<file path="src/rtl/pbw_pkg.sv">
package pbw_pkg;
   localparam logic [2:0] SEL_ADRL = 3'd0;
   localparam logic [2:0] SEL_ADRH = 3'd1;
   localparam logic [2:0] SEL_DATL = 3'd2;
   localparam logic [2:0] SEL_DATH = 3'd3;
   localparam logic [2:0] SEL_CTRL = 3'd4;
   localparam logic [2:0] SEL_KEY  = 3'd5;

   localparam logic [7:0] KEY_FIRST  = 8'h55;
   localparam logic [7:0] KEY_SECOND = 8'hAA;

   localparam int CB_GO    = 0;
   localparam int CB_WEN   = 1;
   localparam int CB_PMEM  = 2;
   localparam int CB_ERASE = 3;

   typedef enum logic [1:0] {KS_IDLE, KS_HALF, KS_ARMED} key_st_e;
   typedef enum logic [1:0] {SQ_IDLE, SQ_SHORT, SQ_LONG} seq_st_e;
endpackage

</file>
<file path="src/rtl/pbw_unlock.sv">
module pbw_unlock
   import pbw_pkg::*;
(
   input  logic       clk,
   input  logic       rst_n,
   input  logic       wr_en,
   input  logic [2:0] wr_sel,
   input  logic [7:0] wr_data,
   output logic       armed
);
   key_st_e st_q, st_d;

   always_comb begin
      st_d = st_q;
      if (wr_en) begin
         if (wr_sel == SEL_KEY && wr_data == KEY_FIRST)
            st_d = KS_HALF;
         else if (wr_sel == SEL_KEY && wr_data == KEY_SECOND && st_q == KS_HALF)
            st_d = KS_ARMED;
         else
            st_d = KS_IDLE;
      end
   end

   always_ff @(posedge clk or negedge rst_n) begin
      if (!rst_n) st_q <= KS_IDLE;
      else        st_q <= st_d;
   end

   assign armed = (st_q == KS_ARMED);
endmodule

</file>
<file path="src/rtl/pbw_guard.sv">
module pbw_guard #(
   parameter int ADDR_W = 10
) (
   input  logic [ADDR_W-1:0] addr,
   input  logic [1:0]        code,
   output logic              hit
);
   localparam logic [ADDR_W:0] LIM_ALL  = '0;
   localparam logic [ADDR_W:0] LIM_HALF = {2'b01, {(ADDR_W-1){1'b0}}};
   localparam logic [ADDR_W:0] LIM_Q3   = {3'b011, {(ADDR_W-2){1'b0}}};

   logic [ADDR_W:0] limit;

   always_comb begin
      unique case (code)
         2'b00:   limit = LIM_ALL;
         2'b01:   limit = LIM_HALF;
         2'b10:   limit = LIM_Q3;
         default: limit = LIM_ALL;
      endcase
   end

   assign hit = (code != 2'b11) && ({1'b0, addr} >= limit);
endmodule

</file>
<file path="src/rtl/pbw_buffer.sv">
module pbw_buffer #(
   parameter int DATA_W = 14,
   parameter int SLOTS  = 4,
   localparam int SLOT_W = $clog2(SLOTS)
) (
   input  logic                    clk,
   input  logic                    rst_n,
   input  logic                    ld,
   input  logic [SLOT_W-1:0]       ld_slot,
   input  logic [DATA_W-1:0]       ld_word,
   input  logic                    clr,
   output logic [SLOTS*DATA_W-1:0] words
);
   if ((1 << SLOT_W) != SLOTS) begin : g_bad_slots
      $error("pbw_buffer: SLOTS must be a power of two");
   end

   for (genvar g = 0; g < SLOTS; g++) begin : g_slot
      logic [DATA_W-1:0] word_q;
      always_ff @(posedge clk or negedge rst_n) begin
         if (!rst_n)
            word_q <= '1;
         else if (clr)
            word_q <= '1;
         else if (ld && ld_slot == SLOT_W'(g))
            word_q <= ld_word;
      end
      assign words[g*DATA_W +: DATA_W] = word_q;
   end
endmodule

</file>
<file path="src/rtl/pbw_seq.sv">
module pbw_seq
   import pbw_pkg::*;
#(
   parameter int PROG_CYCLES = 250000,
   localparam int CNT_W = $clog2(PROG_CYCLES + 1)
) (
   input  logic clk,
   input  logic rst_n,
   input  logic start_short,
   input  logic start_long,
   input  logic flash_busy,
   output logic go,
   output logic busy,
   output logic prog,
   output logic done
);
   if (PROG_CYCLES < 1) begin : g_bad_cycles
      $error("pbw_seq: PROG_CYCLES must be at least 1");
   end

   seq_st_e          st_q;
   logic [CNT_W-1:0] cnt_q;
   logic             prog_q;

   assign done = (st_q == SQ_LONG) && (cnt_q == '0) && !flash_busy;

   always_ff @(posedge clk or negedge rst_n) begin
      if (!rst_n) begin
         st_q   <= SQ_IDLE;
         cnt_q  <= '0;
         prog_q <= 1'b0;
      end else begin
         prog_q <= 1'b0;
         unique case (st_q)
            SQ_IDLE: begin
               if (start_long) begin
                  st_q   <= SQ_LONG;
                  cnt_q  <= CNT_W'(PROG_CYCLES - 1);
                  prog_q <= 1'b1;
               end else if (start_short) begin
                  st_q <= SQ_SHORT;
               end
            end
            SQ_SHORT: st_q <= SQ_IDLE;
            SQ_LONG: begin
               if (cnt_q != '0)   cnt_q <= cnt_q - 1'b1;
               else if (done)     st_q  <= SQ_IDLE;
            end
            default: st_q <= SQ_IDLE;
         endcase
      end
   end

   assign go   = (st_q != SQ_IDLE);
   assign busy = (st_q == SQ_LONG);
   assign prog = prog_q;
endmodule

</file>
<file path="src/rtl/pgm_blk_writer.sv">
module pgm_blk_writer
   import pbw_pkg::*;
#(
   parameter int ADDR_W      = 10,
   parameter int DATA_W      = 14,
   parameter int PROG_CYCLES = 250000,
   localparam int SLOTS      = 4,
   localparam int BLK_W      = ADDR_W - 2,
   localparam int AH_W       = ADDR_W - 8,
   localparam int DH_W       = DATA_W - 8
) (
   input  logic                    clk,
   input  logic                    rst_n,
   input  logic                    bus_we,
   input  logic [2:0]              bus_sel,
   input  logic [7:0]              bus_wdata,
   output logic [7:0]              bus_rdata,
   input  logic [1:0]              prot_cfg,
   input  logic                    flash_busy,
   output logic                    flash_prog,
   output logic [BLK_W-1:0]        flash_addr,
   output logic [SLOTS*DATA_W-1:0] flash_data,
   output logic                    cpu_stall
);
   if (ADDR_W < 9 || ADDR_W > 16) begin : g_bad_addr
      $error("pgm_blk_writer: ADDR_W must be within 9..16");
   end
   if (DATA_W < 9 || DATA_W > 16) begin : g_bad_data
      $error("pgm_blk_writer: DATA_W must be within 9..16");
   end

   logic [7:0]       adr_lo, dat_lo;
   logic [AH_W-1:0]  adr_hi;
   logic [DH_W-1:0]  dat_hi;
   logic             c_wen, c_pmem, c_erase, err_q;
   logic [BLK_W-1:0] blk_q;

   logic              armed, hit, seq_go, seq_busy, seq_done;
   logic [ADDR_W-1:0] full_addr;
   logic              wr_ctl, attempt, accept, reject, is_long;

   assign full_addr = {adr_hi, adr_lo};
   assign wr_ctl    = bus_we && (bus_sel == SEL_CTRL);
   assign attempt   = wr_ctl && bus_wdata[CB_GO] && armed && !seq_go
                      && bus_wdata[CB_WEN] && bus_wdata[CB_PMEM]
                      && !bus_wdata[CB_ERASE];
   assign accept    = attempt && !hit;
   assign reject    = attempt && hit;
   assign is_long   = (full_addr[1:0] == 2'b11);

   pbw_unlock u_unlock (
      .clk     (clk),
      .rst_n   (rst_n),
      .wr_en   (bus_we),
      .wr_sel  (bus_sel),
      .wr_data (bus_wdata),
      .armed   (armed)
   );

   pbw_guard #(.ADDR_W(ADDR_W)) u_guard (
      .addr (full_addr),
      .code (prot_cfg),
      .hit  (hit)
   );

   pbw_buffer #(.DATA_W(DATA_W), .SLOTS(SLOTS)) u_buf (
      .clk     (clk),
      .rst_n   (rst_n),
      .ld      (accept),
      .ld_slot (full_addr[1:0]),
      .ld_word ({dat_hi, dat_lo}),
      .clr     (seq_done),
      .words   (flash_data)
   );

   pbw_seq #(.PROG_CYCLES(PROG_CYCLES)) u_seq (
      .clk         (clk),
      .rst_n       (rst_n),
      .start_short (accept && !is_long),
      .start_long  (accept && is_long),
      .flash_busy  (flash_busy),
      .go          (seq_go),
      .busy        (seq_busy),
      .prog        (flash_prog),
      .done        (seq_done)
   );

   always_ff @(posedge clk or negedge rst_n) begin
      if (!rst_n) begin
         adr_lo  <= '0;
         adr_hi  <= '0;
         dat_lo  <= '0;
         dat_hi  <= '0;
         c_wen   <= 1'b0;
         c_pmem  <= 1'b0;
         c_erase <= 1'b0;
         err_q   <= 1'b0;
         blk_q   <= '0;
      end else begin
         if (bus_we) begin
            unique case (bus_sel)
               SEL_ADRL: adr_lo <= bus_wdata;
               SEL_ADRH: adr_hi <= bus_wdata[AH_W-1:0];
               SEL_DATL: dat_lo <= bus_wdata;
               SEL_DATH: dat_hi <= bus_wdata[DH_W-1:0];
               SEL_CTRL: begin
                  c_wen   <= bus_wdata[CB_WEN];
                  c_pmem  <= bus_wdata[CB_PMEM];
                  c_erase <= bus_wdata[CB_ERASE];
               end
               default: ;
            endcase
         end
         if (reject)      err_q <= 1'b1;
         else if (accept) err_q <= 1'b0;
         if (accept && is_long) blk_q <= full_addr[ADDR_W-1:2];
      end
   end

   always_comb begin
      unique case (bus_sel)
         SEL_ADRL: bus_rdata = adr_lo;
         SEL_ADRH: bus_rdata = 8'(adr_hi);
         SEL_DATL: bus_rdata = dat_lo;
         SEL_DATH: bus_rdata = 8'(dat_hi);
         SEL_CTRL: bus_rdata = {2'b00, err_q, seq_busy, c_erase, c_pmem, c_wen, seq_go};
         default:  bus_rdata = 8'h00;
      endcase
   end

   assign flash_addr = blk_q;
   assign cpu_stall  = seq_busy;

   logic blk_hit;
   pbw_guard #(.ADDR_W(ADDR_W)) u_blk_guard (
      .addr ({blk_q, 2'b00}),
      .code (prot_cfg),
      .hit  (blk_hit)
   );

   AST_PROG_AFTER_KEY: assert property (@(posedge clk) disable iff (!rst_n)
      flash_prog |-> $past(armed));
   AST_PROG_UNPROTECTED: assert property (@(posedge clk) disable iff (!rst_n)
      flash_prog |-> !blk_hit);
   AST_BUF_CLEARED: assert property (@(posedge clk) disable iff (!rst_n)
      $fell(seq_busy) |-> (flash_data == '1));
   AST_STALL_WITH_STROBE: assert property (@(posedge clk) disable iff (!rst_n)
      $rose(cpu_stall) |-> flash_prog);
   AST_SHORT_NO_STROBE: assert property (@(posedge clk) disable iff (!rst_n)
      (seq_go && !seq_busy) |-> !flash_prog);
endmodule

</file>
<file path="config.mk">
export PLATFORM = sky130hd
export DESIGN_NAME = pgm_blk_writer
export DESIGN_NICKNAME = d
export VERILOG_FILES = /design/src/rtl/pbw_pkg.sv /design/src/rtl/pbw_unlock.sv /design/src/rtl/pbw_guard.sv /design/src/rtl/pbw_buffer.sv /design/src/rtl/pbw_seq.sv /design/src/rtl/pgm_blk_writer.sv
export SDC_FILE = /design/constraint.sdc
export NUM_CORES = 1
export LEC_CHECK = 0
export BUFFER_PORTS_ARGS = -buffer_cell sky130_fd_sc_hd__clkbuf_2
export CORE_ASPECT_RATIO = 0.9
export CORE_MARGIN = 5
export CORE_UTILIZATION = 39
export DETAILED_ROUTE_END_ITERATION = 10
export REMOVE_ABC_BUFFERS = 1
export SLEW_MARGIN = 20
export SYNTH_ARGS = -nofsm -noshare
export SYNTH_HDL_FRONTEND = slang
export SYNTH_SLANG_ARGS = --single-unit
</file>
<file path="constraint.sdc">
create_clock -name clk -period 4.91 [get_ports clk]
set_input_delay 0.491 -clock clk [delete_from_list [all_inputs] [get_ports clk]]
set_output_delay 0.491 -clock clk [all_outputs]
set_load 0.005 [all_outputs]
</file>
### Word-level counts from Yosys, hierarchy flattened

Cells that the tools add are included.

| storage, ports and cells | value |
|---|---|
| register bits | 115 |
| bits in latches | 0 |
| RAM bits | 0 |
| ROM bits | 0 |
| input port bits | 17 |
| output and inout bits | 74 |
| word-level logic and storage cells | 108 |
| memories | 0 |

| operators by class | value |
|---|---|
| add/subtract/negate cells | 1 |
| multiply operators | 0 |
| div/mod/pow operators | 0 |
| $lt $le $gt $ge | 1 |
| equal/unequal tests | 21 |
| shift-type cells | 0 |
| multiplexer cells | 24 |
| bitwise operators | 0 |
| reductions and logical operators | 44 |

Operators by type and width:

| cell | number |
|---|---|
| $mux W14 | 8 |
| $pmux W8 S5 | 1 |
| $mux W18 | 2 |
| $pmux W18 S2 | 1 |
| $logic_and A1 B1 Y1 | 20 |
| $pmux W10 S2 | 1 |
| $logic_not A18 Y1 | 1 |
| $reduce_bool A18 Y1 | 1 |
| $sub A18 B1 Y18 const B | 1 |
| $reduce_bool A2 Y1 | 7 |
| $mux W2 | 6 |
| $eq A2 B2 Y1 const B | 5 |
| $ge A10 B10 Y1 | 1 |
| $reduce_and A2 Y1 | 5 |
| $eq A8 B7 Y1 const B | 1 |
| $eq A8 B8 Y1 const B | 1 |
| $eq A2 B1 Y1 const B | 3 |
| $eq A3 B2 Y1 const B | 2 |
| $eq A3 B3 Y1 const B | 2 |
| $ne A2 B1 Y1 const B | 3 |
| $reduce_and A3 Y1 | 2 |
| $logic_not A1 Y1 | 5 |
| $logic_not A2 Y1 | 2 |
| $mux W1 | 4 |
| other kinds (5) | 6 |

### Logic depth before layout (Yosys ltp)

Gate-level depths: netlist of run 1.

| depth | value |
|---|---|
| word-level depth | 13 |
| gate-level depth with buffers | 10 |
| gate-level depth less buffers | 8 |

### Modules after synthesis

From an unflattened synthesis of run 1, not the netlist that was laid out.

| unflattened totals | value |
|---|---|
| cell total of the unflattened synthesis | 463 |
| area total of the unflattened synthesis | 5617.9 µm² |

Modules (own cells, without submodules):

| module | times used | cells an instance | area an instance (µm²) | sequential area each (µm²) |
|---|---|---|---|---|
| pbw_buffer | 1 | 191 | 2457.4 | 1471.4 |
| pgm_blk_writer | 1 | 122 | 1732.9 | 900.9 |
| pbw_seq | 1 | 123 | 1172.4 | 525.5 |
| pbw_unlock | 1 | 14 | 147.6 | 50.0 |
| pbw_guard | 1 | 13 | 107.6 | 0.0 |

### Worst setup path after synthesis of run 1

Ideal clock, no wire load.

| path | value |
|---|---|
| kind | input to register |
| start | in prot_cfg[0] |
| end | reg u_buf.g_slot[1].word_q[10] |
| library setup time | 0.090 ns |
| arrival time | 2.560 ns |
| required time | 4.820 ns |
| slack | 2.260 ns |
| stages | 9 |
| buffers on the path | 1 |
| cells stage by stage | inv_1 > ha_1 > ha_1 > nor4bb_1 > a311oi_1 > o2111ai_1 > buf_2 > mux2i_1 > nand2_1 |

| on the way | value |
|---|---|
| cells in the longest elaborated chain, start to end | 8 |
| elaborated cells on any way between the ends | 10 |
| those cells by class | order compare (1); eq/ne (3); mux (1); reduce/logical (5) |

RTL lines:

| element | line | source |
|---|---|---|
| start, declared | pgm_blk_writer.sv:18 | `input logic [1:0] prot_cfg,` |
| $eq A2 B2 Y1 or $eq A2 B1 Y1 (tied branches) | - |  |
| $pmux W10 S2 | pbw_guard.sv:15 | `unique case (code)` |
| $ge A10 B10 Y1 | pbw_guard.sv:23 | `assign hit = (code != 2'b11) && ({1'b0, addr} >= limit);` |
| $logic_and A1 B1 Y1 (*) | pbw_guard.sv:23 |  |
| $logic_not A1 Y1 (*) | pgm_blk_writer.sv:47 | `assign accept = attempt && !hit;` |
| $logic_and A1 B1 Y1 (*) | pgm_blk_writer.sv:47 |  |
| $logic_and A1 B1 Y1 (*) | pbw_buffer.sv:25 | `else if (ld && ld_slot == SLOT_W'(g))` |
| $reduce_bool A2 Y1 (no source line) (*) | - |  |
| end signal, assigned | pbw_buffer.sv:26 | `word_q <= ld_word;` |
| end, declared | pbw_buffer.sv:19 | `logic [DATA_W-1:0] word_q;` |

Every way passes the cells marked *; elsewhere a longest branch is shown, timed or not.
A chain may end at the register's enable or synchronous reset.

### Final worst setup path of run 1

| path | value |
|---|---|
| start | reg u_seq.cnt_q[0] |
| end | reg u_seq.st_q[1] |

| on the way | value |
|---|---|
| cells in the longest elaborated chain, start to end | 5 |
| elaborated cells on any way between the ends | 7 |
| those cells by class | eq/ne (2); reduce/logical (5) |

RTL lines:

| element | line | source |
|---|---|---|
| start, declared | pbw_seq.sv:22 | `logic [CNT_W-1:0] cnt_q;` |
| start signal, assigned | pbw_seq.sv:38 | `cnt_q <= CNT_W'(PROG_CYCLES - 1);` |
| start signal, assigned | pbw_seq.sv:46 | `if (cnt_q != '0) cnt_q <= cnt_q - 1'b1;` |
| $logic_not A18 Y1 | pbw_seq.sv:25 | `assign done = (st_q == SQ_LONG) && (cnt_q == '0) && !flash_busy;` |
| $logic_and A1 B1 Y1 (2 in series) | pbw_seq.sv:25 |  |
| $ne A2 B1 Y1 (no source line) | - |  |
| $reduce_and A3 Y1 (no source line) (*) | - |  |
| end signal, assigned | pbw_seq.sv:29 | `st_q <= SQ_IDLE;` |
| end signal, assigned | pbw_seq.sv:37 | `st_q <= SQ_LONG;` |
| end signal, assigned | pbw_seq.sv:41 | `st_q <= SQ_SHORT;` |
| end, declared | pbw_seq.sv:21 | `seq_st_e st_q;` |

Marks and branches as above.

==> run summary, run 1 <==
vias in the first global route - 4,103
Max Slew Vio Count - 0
Setup Skew - 11.3 ps
Die W - 134 um
cell leakage power - 0.00327 uW
Seq/Total Area, Yosys - 0.551
status - finished, final reports clean
CP max FO - 57
initial antenna violation count - 0
synthesized area per cell - 10.9 um2
Tcrit/Tclk final - 0.617
drt first-iter violations - 269
final wirelength - 13,500 um
final core occ - 0.493
chip height - 121 um
startpoint types - flop
die area - 16,200 um2
register area - 2950 um2
vias post-DR - 3,947
number of buffers created by CTS - 17
Peak supply drop - 0.253 mV
Avg WL per Cell - 17.7 um
CTS tree - done
1st-pass router iterations - 4
CTS sink cnt - 115
worst slew pin tran - 1070 ps
Layout fillers - 1,224
# IOs - 91
min-delay worst type - in2async
Total Nets Final - 603
post-CTS setup buffer count - 0
Final ANT Viol Nets - 0
Core ar. - 13,400 um2
RSZ-0062 raised after global routing - no
initial core utilization - 0.399
GR Overflow Total - 0
number of flops mapped to enable cells by yosys - 0
vias per cell - 5.18
CTS H-Tree Depth - 4
RD Place Congestion - 0.757
critical path data required time - 5210 ps
CTS root buffer - clkbuf_16
Most used DFF post-synth - dfrtp_1
placed wire-length estimate - 8990 um
Rel. slew slack - 0.288
Layout area overhead - 23.4%
Post-CTS Resized - 0
# hold bufs at CTS - 0
Port Buffer Count - 90
first-pass GRT wire length - 21,800 um
Post-Syn Area - 5350 um2
pin count of the biggest net entering global routing - 63
Worst setup EP type - flop
asr flop ratio synth - 1.00
Max Fclk - 330 MHz
Rows - 40
Setup TNS - 0 ps
# Max-Cap Violations - 0
Setup-failing EPs final - 0
ANT cells - 0
Skew-Pair Late Insertion Delay - 420 ps
DRC Markers - 0
critical path class - reg2reg
post-synthesis register bit count - 115
WP data arrival - 3330 ps
Max Root-Sink Buffers - 2
Hold Fails Final Rpt - 0
CTS clk-pin slew, worst paths - 60 ps
pwr dens - 412 nW/um2
Period minus WS final - 3030 ps
Cell variety after synth - 53
Syn Inst Count - 489
layout cells sized above 1 - 0.362
Tot GR Track Use - 0.175
Multi-input gate area - 2250 um2
YS warnings - 0
## Yosys cell counts (2+ instances only)
library cell  instances  area share
nand2_1             117       0.082
dfrtp_1              59        0.28
dfstp_2              56        0.27
mux2i_1              54        0.10
mux2_2               23       0.048
nand3_1              19       0.018
nor2_1               18       0.013
nor3_1               12       0.011
clkbuf_1             10      0.0070
inv_1                10      0.0070
o21ai_0              10      0.0093
xor2_1               10       0.016
a21oi_1               8      0.0075
buf_2                 8      0.0075
ha_1                  5       0.012
nand4_1               5      0.0058
nor4_1                5      0.0058
a22o_1                4      0.0065
nand3b_1              4      0.0056
nand4b_1              3      0.0049
nor2b_1               3      0.0035
o2111ai_1             3      0.0049
o211ai_1              3      0.0042
or3_1                 3      0.0035
or4_1                 3      0.0042
a21o_1                2      0.0028
nand2b_1              2      0.0023
nor4b_1               2      0.0033
nor4bb_1              2      0.0037
o22ai_1               2      0.0023
or2_2                 2      0.0023
## area by class of cell
class / count / area share
timing repair buffer: 95 / 0.0742
inverter: 11 / 0.00625
sequential: 115 / 0.446
clock inverter: 8 / 0.0214
tap: 168 / 0.0318
multi-input combinational: 341 / 0.341
clock buffer: 24 / 0.0793
## metrics by stage
step	setup WS, ps	area (um2)	hold WS (ps)	total power, uW	cells
final	1880	6610	114	2720	762
after detailed placement	1730	5940	462	1360	730
after global placement	1820	5940	461	1360	730
after global routing	1720	6610	164	2840	762
after CTS	1830	6610	136	2760	762
after floorplan	1840	5230	195	1240	467
## cells in the final DEF (no fill, tap or decap), types with 3 or more instances in the layout
cell	count
clkbuf_2	89
nor2_1	18
mux2i_1	54
a21oi_1	8
nand4_1	5
dfstp_2	56
clkinv_2	3
dfrtp_1	59
clkbuf_8	3
buf_4	6
o211ai_1	3
a22o_1	4
xor2_1	10
ha_1	5
inv_1	10
o21ai_0	10
mux2_2	23
nand3b_1	4
bufinv_16	4
nor3_1	12
nand4b_1	3
clkbuf_16	19
nand2_1	117
or4_1	3
nand3_1	19
nor2b_1	3
nor4_1	5
## path summary, 6_finish.rpt
check | start | end | slack, ps | cells past startpoint
max | u_seq.cnt_q[0] | u_seq.st_q[1] | 1880 | 7
min | rst_n | flash_addr[3] | 110 | 1
max reg2reg | u_seq.cnt_q[0] | u_seq.st_q[1] | 1880 | 7
min reg2reg | flash_addr[1] | flash_addr[1] | 470 | 2
min in group clk | bus_wdata[2] | c_pmem | 360 | 3
max in group asynchronous | rst_n | dat_lo[3] | 3560 | 2
## routing by layer
metal  vias up  share of wire  global-route usage
met4         0          0.016              0.0720
met1      1945           0.45               0.229
li1       1881              -                   -
met5         -              0                   0
met3        20          0.060              0.0630
met2       101           0.47               0.263
## cell families after synthesis
family / after synthesis / share of synthesized area
compound gates: 41 / 0.0568
xor+xnor: 11 / 0.0180
fa+ha+maj: 5 / 0.0117
buf+inv: 33 / 0.0301
flops: 115 / 0.551
mux: 77 / 0.149
simple gates: 207 / 0.183
## where the power goes
group	leakage, uW	internal (uW)	switching (uW)
Sequential	0.00128	1040	88.0
Clock	0.000331	948	425
Combinational	0.00166	106	115
## sequential cells by signal, indices dropped and copies added (netlist names), 2 cells and up
name and count:
adr_hi 2, u_seq.st_q 2, adr_lo 8, dat_hi 6
dat_lo 8, flash_addr 8, u_seq.cnt_q 18, u_unlock.st_q 2
u_buf.g_slot.word_q 56
## critical path, cell delays in order (launching register included)
cell	delay [ps]
dfrtp_1	400
inv_1	70
ha_1	190
or4b_2	660
nor2_1	270
nand2_1	80
or3_2	910
a21o_1	330
Note: power is estimated with default switching activity, not from simulation.
==> run 2, diff against run 1 <==
==> constraint.sdc (replaced) <==
create_clock -name clk -period 2.5 [get_ports clk]
set_input_delay 0.25 -clock clk [delete_from_list [all_inputs] [get_ports clk]]
set_output_delay 0.25 -clock clk [all_outputs]
set_load 0.005 [all_outputs]
==> run 2 against run 1 <==
Net effect:
- first-iteration DRC count shrank 42%
- critical endpoint is now u_buf.g_slot[0].word_q[9]
- count of clock-buffer cells in the layout decreased by 2
- critical path type unchanged
- sequential cell count unchanged
- clock skew down 5.6 ps
- non-clock buffer count up 23
==> run summary, run 2 (synthesis results as in run 1) <==
number of buffers created by CTS - 17
Period minus WS final - 2310 ps
initial core utilization - 0.399
Core ar. - 13,400 um2
Worst Min Path Start - bus_wdata[2]
layout cells sized above 1 - 0.386
slowest cell on the critical path - or4_1
worst reg2reg path startpoint - u_seq.cnt_q[12]
Max Root-Sink Buffers - 2
1st-pass router iterations - 4
# IOs - 91
post-CTS setup buffer count - 0
critical path data required time - 2850 ps
startpoint types - flop
status - finished, final reports clean
CTS clk-pin slew, worst paths - 50 ps
crit path launch - u_seq.cnt_q[12]
vias in the first global route - 4,253
ANT cells - 0
commonest non-fill, non-tap cell in the layout - nand2_1
worst slew pin tran - 603 ps
Peak supply drop - 0.513 mV
final setup margin - 194 ps
CTS root buffer - clkbuf_16
CP max FO - 17
Final ANT Viol Nets - 0
RD Place Congestion - 0.838
R2R Setup Slk - 190 ps
Layout fillers - 1,239
Setup Skew - 5.67 ps
Die W - 134 um
first-pass GRT wire length - 22,400 um
Hold Fails Final Rpt - 0
initial antenna violation count - 0
CTS tree - done
pwr dens - 778 nW/um2
biggest regs - u_buf.g_slot.word_q: 56 flops, u_seq.cnt_q: 18 flops
WHS Path Cells - 3
CP Cell Sequence - or4_1 -> or2_1 -> or3_2 -> buf_4 -> nand3_1
final wirelength - 13,600 um
CTS H-Tree Depth - 4
DRC Markers - 0
slowest stage delay, CP - 630 ps
Port Buffer Count - 90
Skew-Pair Late Insertion Delay - 420 ps
vias post-DR - 4,099
Layout area overhead - 28.2%
met3 wire length - 790 um
die area - 16,200 um2
Setup TNS - 0 ps
Tcrit/Tclk final - 0.922
Tot GR Track Use - 0.178
placed wire-length estimate - 9740 um
chip height - 121 um
# Max-Cap Violations - 0
Max Slew Vio Count - 0
CTS sink cnt - 115
M1 WL - 6210 um
Setup-failing EPs final - 0
most frequent cells in the layout - nand2_1, clkbuf_2, dfrtp_1
worst r2r path cells - 5
final core occ - 0.512
drt first-iter violations - 157
critical path class - reg2reg
GR Overflow Total - 0
Post-Place Setup Slack - 18.2 ps
cell leakage power - 0.00341 uW
Max Fclk - 434 MHz
pin count of the biggest net entering global routing - 67
Largest Register - u_buf.g_slot.word_q
top routing layer in use - met4
Worst setup EP type - flop
max FFs per register - 56
vias per cell - 5.22
WL met2 - 6330 um
Rows - 40
Rel. slew slack - 0.594
Avg WL per Cell - 17.3 um
min-delay worst type - in2reg
Total Nets Final - 626
WP data arrival - 2660 ps
RSZ-0062 raised after global routing - no
[run 2: area by class of cell]
| type | count | area, um2 | area share |
|---|---|---|---|
| multi-input combinational | 341 | 2260 | 0.329 |
| clock inverter | 10 | 178 | 0.0259 |
| tap | 168 | 210 | 0.0306 |
| clock buffer | 22 | 474 | 0.0691 |
| timing repair buffer | 118 | 753 | 0.110 |
| sequential | 115 | 2950 | 0.430 |
| inverter | 11 | 41.3 | 0.00602 |
[run 2: timing repair]
action	CTS	global route
pin swaps	0	0
gates resized for setup	1	1
setup endpoints to repair	4	57
endpoints found under the hold margin	22	0
hold buffers	1	0
[run 2: worst paths after layout]
| kind | endpoint |
|---|---|
| worst min-delay path | c_pmem |
| min in group asynchronous | u_seq.prog |
| max in group asynchronous | u_buf.g_slot[2].word_q[10] |
| worst min register to register | flash_addr[4] |
| worst max-delay path | u_buf.g_slot[0].word_q[9] |
| worst max register to register | u_buf.g_slot[0].word_q[9] |
[run 2: layer usage]
layer,vias to the layer above,global-route usage
met5,-,0
met4,0,0.0662
met3,23,0.0622
met2,99,0.265
met1,2036,0.240
li1,1941,-
[run 2: metrics by stage]
step / instance area (um2) / cells / hold WS (ps) / total power, uW
after CTS: 6860 / 785 / 114 / 5410
after global routing: 6860 / 785 / 139 / 5570
final: 6860 / 785 / 144 / 5340
after detailed placement: 6190 / 752 / 217 / 2710
after global placement: 6190 / 752 / 214 / 2690
after floorplan: 5230 / 467 / -45.6 / 2430
[run 2: critical path, delay by kind of cell (launching register included)]
family,cells,cell delay (ps)
AND/OR/NAND/NOR,4,1610
buffers and inverters,1,230
flip-flops,1,400
[run 2: where the power goes]
part	total (uW)	internal (uW)	leakage, uW	switching [uW]
Combinational	468	231	0.00181	236
Sequential	2210	2040	0.00128	168
Clock	2660	1840	0.000320	821
Total	5340	4110	0.00341	1230
==> run 3, diff against run 2 <==
--- a/config.mk
+++ b/config.mk
@@ -11,7 +11,9 @@
 export CORE_UTILIZATION = 39
 export DETAILED_ROUTE_END_ITERATION = 10
 export REMOVE_ABC_BUFFERS = 1
+export SKIP_CTS_REPAIR_TIMING = 1
 export SLEW_MARGIN = 20
 export SYNTH_ARGS = -nofsm -noshare
 export SYNTH_HDL_FRONTEND = slang
+export SYNTH_HIERARCHICAL = 1
 export SYNTH_SLANG_ARGS = --single-unit
==> constraint.sdc (replaced) <==
create_clock -name clk -period 2.3 [get_ports clk]
set_input_delay 0.23 -clock clk [delete_from_list [all_inputs] [get_ports clk]]
set_output_delay 0.23 -clock clk [all_outputs]
set_load 0.005 [all_outputs]
==> run 3 against run 2 <==
Net effect:
- the run now ends with negative setup slack left
- combinational power grew to 2.5 times the previous value
- largest power group is now registers
- count of clock-buffer cells in the layout is 2 higher
- global-route usage is 0.60 points higher
- first-iteration DRC count is 65% higher
- clock skew is 1.7 ps higher
- sequential share of layout area is 3.9 points lower
==> run summary, run 3 <==
Max Slew Vio Count - 0
biggest regs - u_buf/g_slot.word_q: 56 flops, u_seq/cnt_q: 18 flops
Total Nets Final - 644
Max Fclk - 397 MHz
WP data arrival - 2860 ps
violated checks - negative setup slack
Avg WL per Cell - 17.9 um
# Max-Cap Violations - 0
DRC Markers - 0
RSZ-0062 raised after global routing - yes
most frequent cells in the layout - clkbuf_2, buf_4, dfrtp_1
largest cells by area after synthesis - dfrtp_1, dfstp_2, mux2i_1
Post-Syn Area - 5620 um2
Setup TNS - -8030 ps
Most used DFF post-synth - dfrtp_1
CTS sink cnt - 115
Die W - 137 um
vias post-DR - 4,399
Cells after DPL - 788
cell leakage power - 0.00352 uW
total power - 6140 uW
asr flop ratio synth - 1.00
Layout fillers - 1,261
CP max FO - 6
1st-pass router iterations - 7
vias in the first global route - 4,454
min-delay worst type - in2reg
synthesized area per cell - 12.1 um2
ANT cells - 0
Rel. slew slack - 0.616
Peak supply drop - 0.561 mV
# IOs - 91
Setup-failing EPs final - 70
fin cells - 828
R2R Setup Slk - -220 ps
WHS Path Cells - 2
terminus of the critical flop-to-flop path - u_seq/cnt_q[12]
Syn Inst Count - 463
crit path launch - adr_hi[1]
critical path class - reg2reg
Hold Fails Final Rpt - 0
Core ar. - 14,100 um2
initial core utilization - 0.400
drt first-iter violations - 259
placed wire-length estimate - 10,900 um
Worst Min Path Start - bus_wdata[7]
initial antenna violation count - 0
Final ANT Viol Nets - 0
CTS tree - done
CTS clk-pin slew, worst paths - 50 ps
worst reg2reg path startpoint - adr_hi[1]
Multi-input gate area - 2590 um2
Tcrit/Tclk final - 1.09
Post-Place Setup Slack - -718 ps
Period minus WS final - 2520 ps
Final Hold Slack - 128 ps
Skew-Pair Late Insertion Delay - 420 ps
CTS H-Tree Depth - 4
Port Buffer Count - 90
post-synthesis register bit count - 115
final wirelength - 14,800 um
startpoint types - flop
critical path data required time - 2650 ps
RD Place Congestion - 0.831
GR Overflow Total - 0
pin count of the biggest net entering global routing - 47
YS warnings - 6
most frequent cells after synthesis - dfrtp_1, nor2_1, dfstp_2, mux2i_1, mux2_2
commonest non-fill, non-tap cell in the layout - clkbuf_2
chip height - 124 um
register area - 2950 um2
worst slew pin tran - 573 ps
worst r2r path cells - 10
Largest Register - u_buf/g_slot.word_q
max FFs per register - 56
pwr dens - 814 nW/um2
Setup Skew - 7.37 ps
largest area contributor in the synthesized netlist - dfrtp_1
first-pass GRT wire length - 23,800 um
status - finished, violations left
vias per cell - 5.31
Rows - 41
hold endpoint - dat_lo[7]
final setup margin - -216 ps
layout cells sized above 1 - 0.542
most common cell in the synthesized netlist - dfrtp_1
number of flops mapped to enable cells by yosys - 0
Yosys top cell area share - 0.263
CTS root buffer - clkbuf_16
Layout area overhead - 34.3%
Cell variety after synth - 64
die area - 16,900 um2
Worst setup EP type - flop
Max Root-Sink Buffers - 2
Seq/Total Area, Yosys - 0.525
Tot GR Track Use - 0.184
number of buffers created by CTS - 17
[run 3: changes by cell type in the layout (fill, tap and decap cells not counted), moves of 6 or more]
cell     previous run  this run
nand2_1           117         9
buf_4              21        68
nor2_1             17        52
and2_1              0        16
nand3_1            19         3
a221o_1             0        15
a221o_2             0        13
mux2_2             23        33
xor2_1             10         0
mux2i_1            54        47
a21oi_1             8         2
nor3_1             12         6
[run 3: cell families (layout without fill, tap and decap cells)]
family / Yosys count / in the layout / share of synthesized area
multiplexers: 84 / 84 / 0.163
adder cells (fa/ha/maj): 5 / 5 / 0.0111
AO/OA/AOI/OAI: 67 / 67 / 0.103
AND/OR/NAND/NOR: 152 / 152 / 0.163
buffers and inverters: 40 / 212 / 0.0363
flip-flops: 115 / 115 / 0.525
[run 3: metrics by stage]
step	util	instance area, um2
after floorplan	-	5460
after global placement	0.482	6780
after detailed placement	0.482	6780
after CTS	0.523	7340
after global routing	0.537	7550
final	0.537	7550
[run 3: how the worst max path moves through the flow]
stage	endpoint	slack [ps]	cells past startpoint
2_1_floorplan	u_buf/g_slot[0].word_q[0]	-4900	5
3_3_place_gp	u_seq/cnt_q[12]	-620	13
3_5_place_dp	u_seq/cnt_q[12]	-720	13
4_1_cts	u_seq/cnt_q[12]	-460	10
5_1_grt	u_seq/cnt_q[12]	-300	10
6_report	u_seq/cnt_q[12]	-220	10
[run 3: report_power, final]
group | total (uW) | leakage [uW] | internal (uW) | switching, uW
combinational | 1170 | 0.00190 | 590 | 581
clock | 2480 | 0.000291 | 1580 | 903
sequential | 2490 | 0.00133 | 2280 | 204
total | 6140 | 0.00352 | 4450 | 1690
[run 3: area by class of cell]
cell class	instances	area share
well taps	193	0.0320
multi-input cells	308	0.343
clock inverters	8	0.00580
repair buffers	169	0.154
clock buffers	24	0.0695
inverters	11	0.00580
flip-flops and latches	115	0.391
[run 3: routing by layer]
layer  vias up  wire length (um)  track usage  share of wire
li1       2035                 -            -              -
met1      2219              6710        0.252           0.45
met2       128              6900        0.280           0.47
met3        17               956       0.0477          0.065
met4         0               228       0.0718          0.015
met5         -                 0            0              0
[run 3: critical path, stage by stage, from the launching register on]
cell	delay, ps
dfrtp_1	400
ha_4	230
a21oi_2	150
o32ai_2	90
and3b_2	260
nand4_4	80
inv_2	60
or3b_4	380
and4_4	200
or4_4	520
nand3_2	70
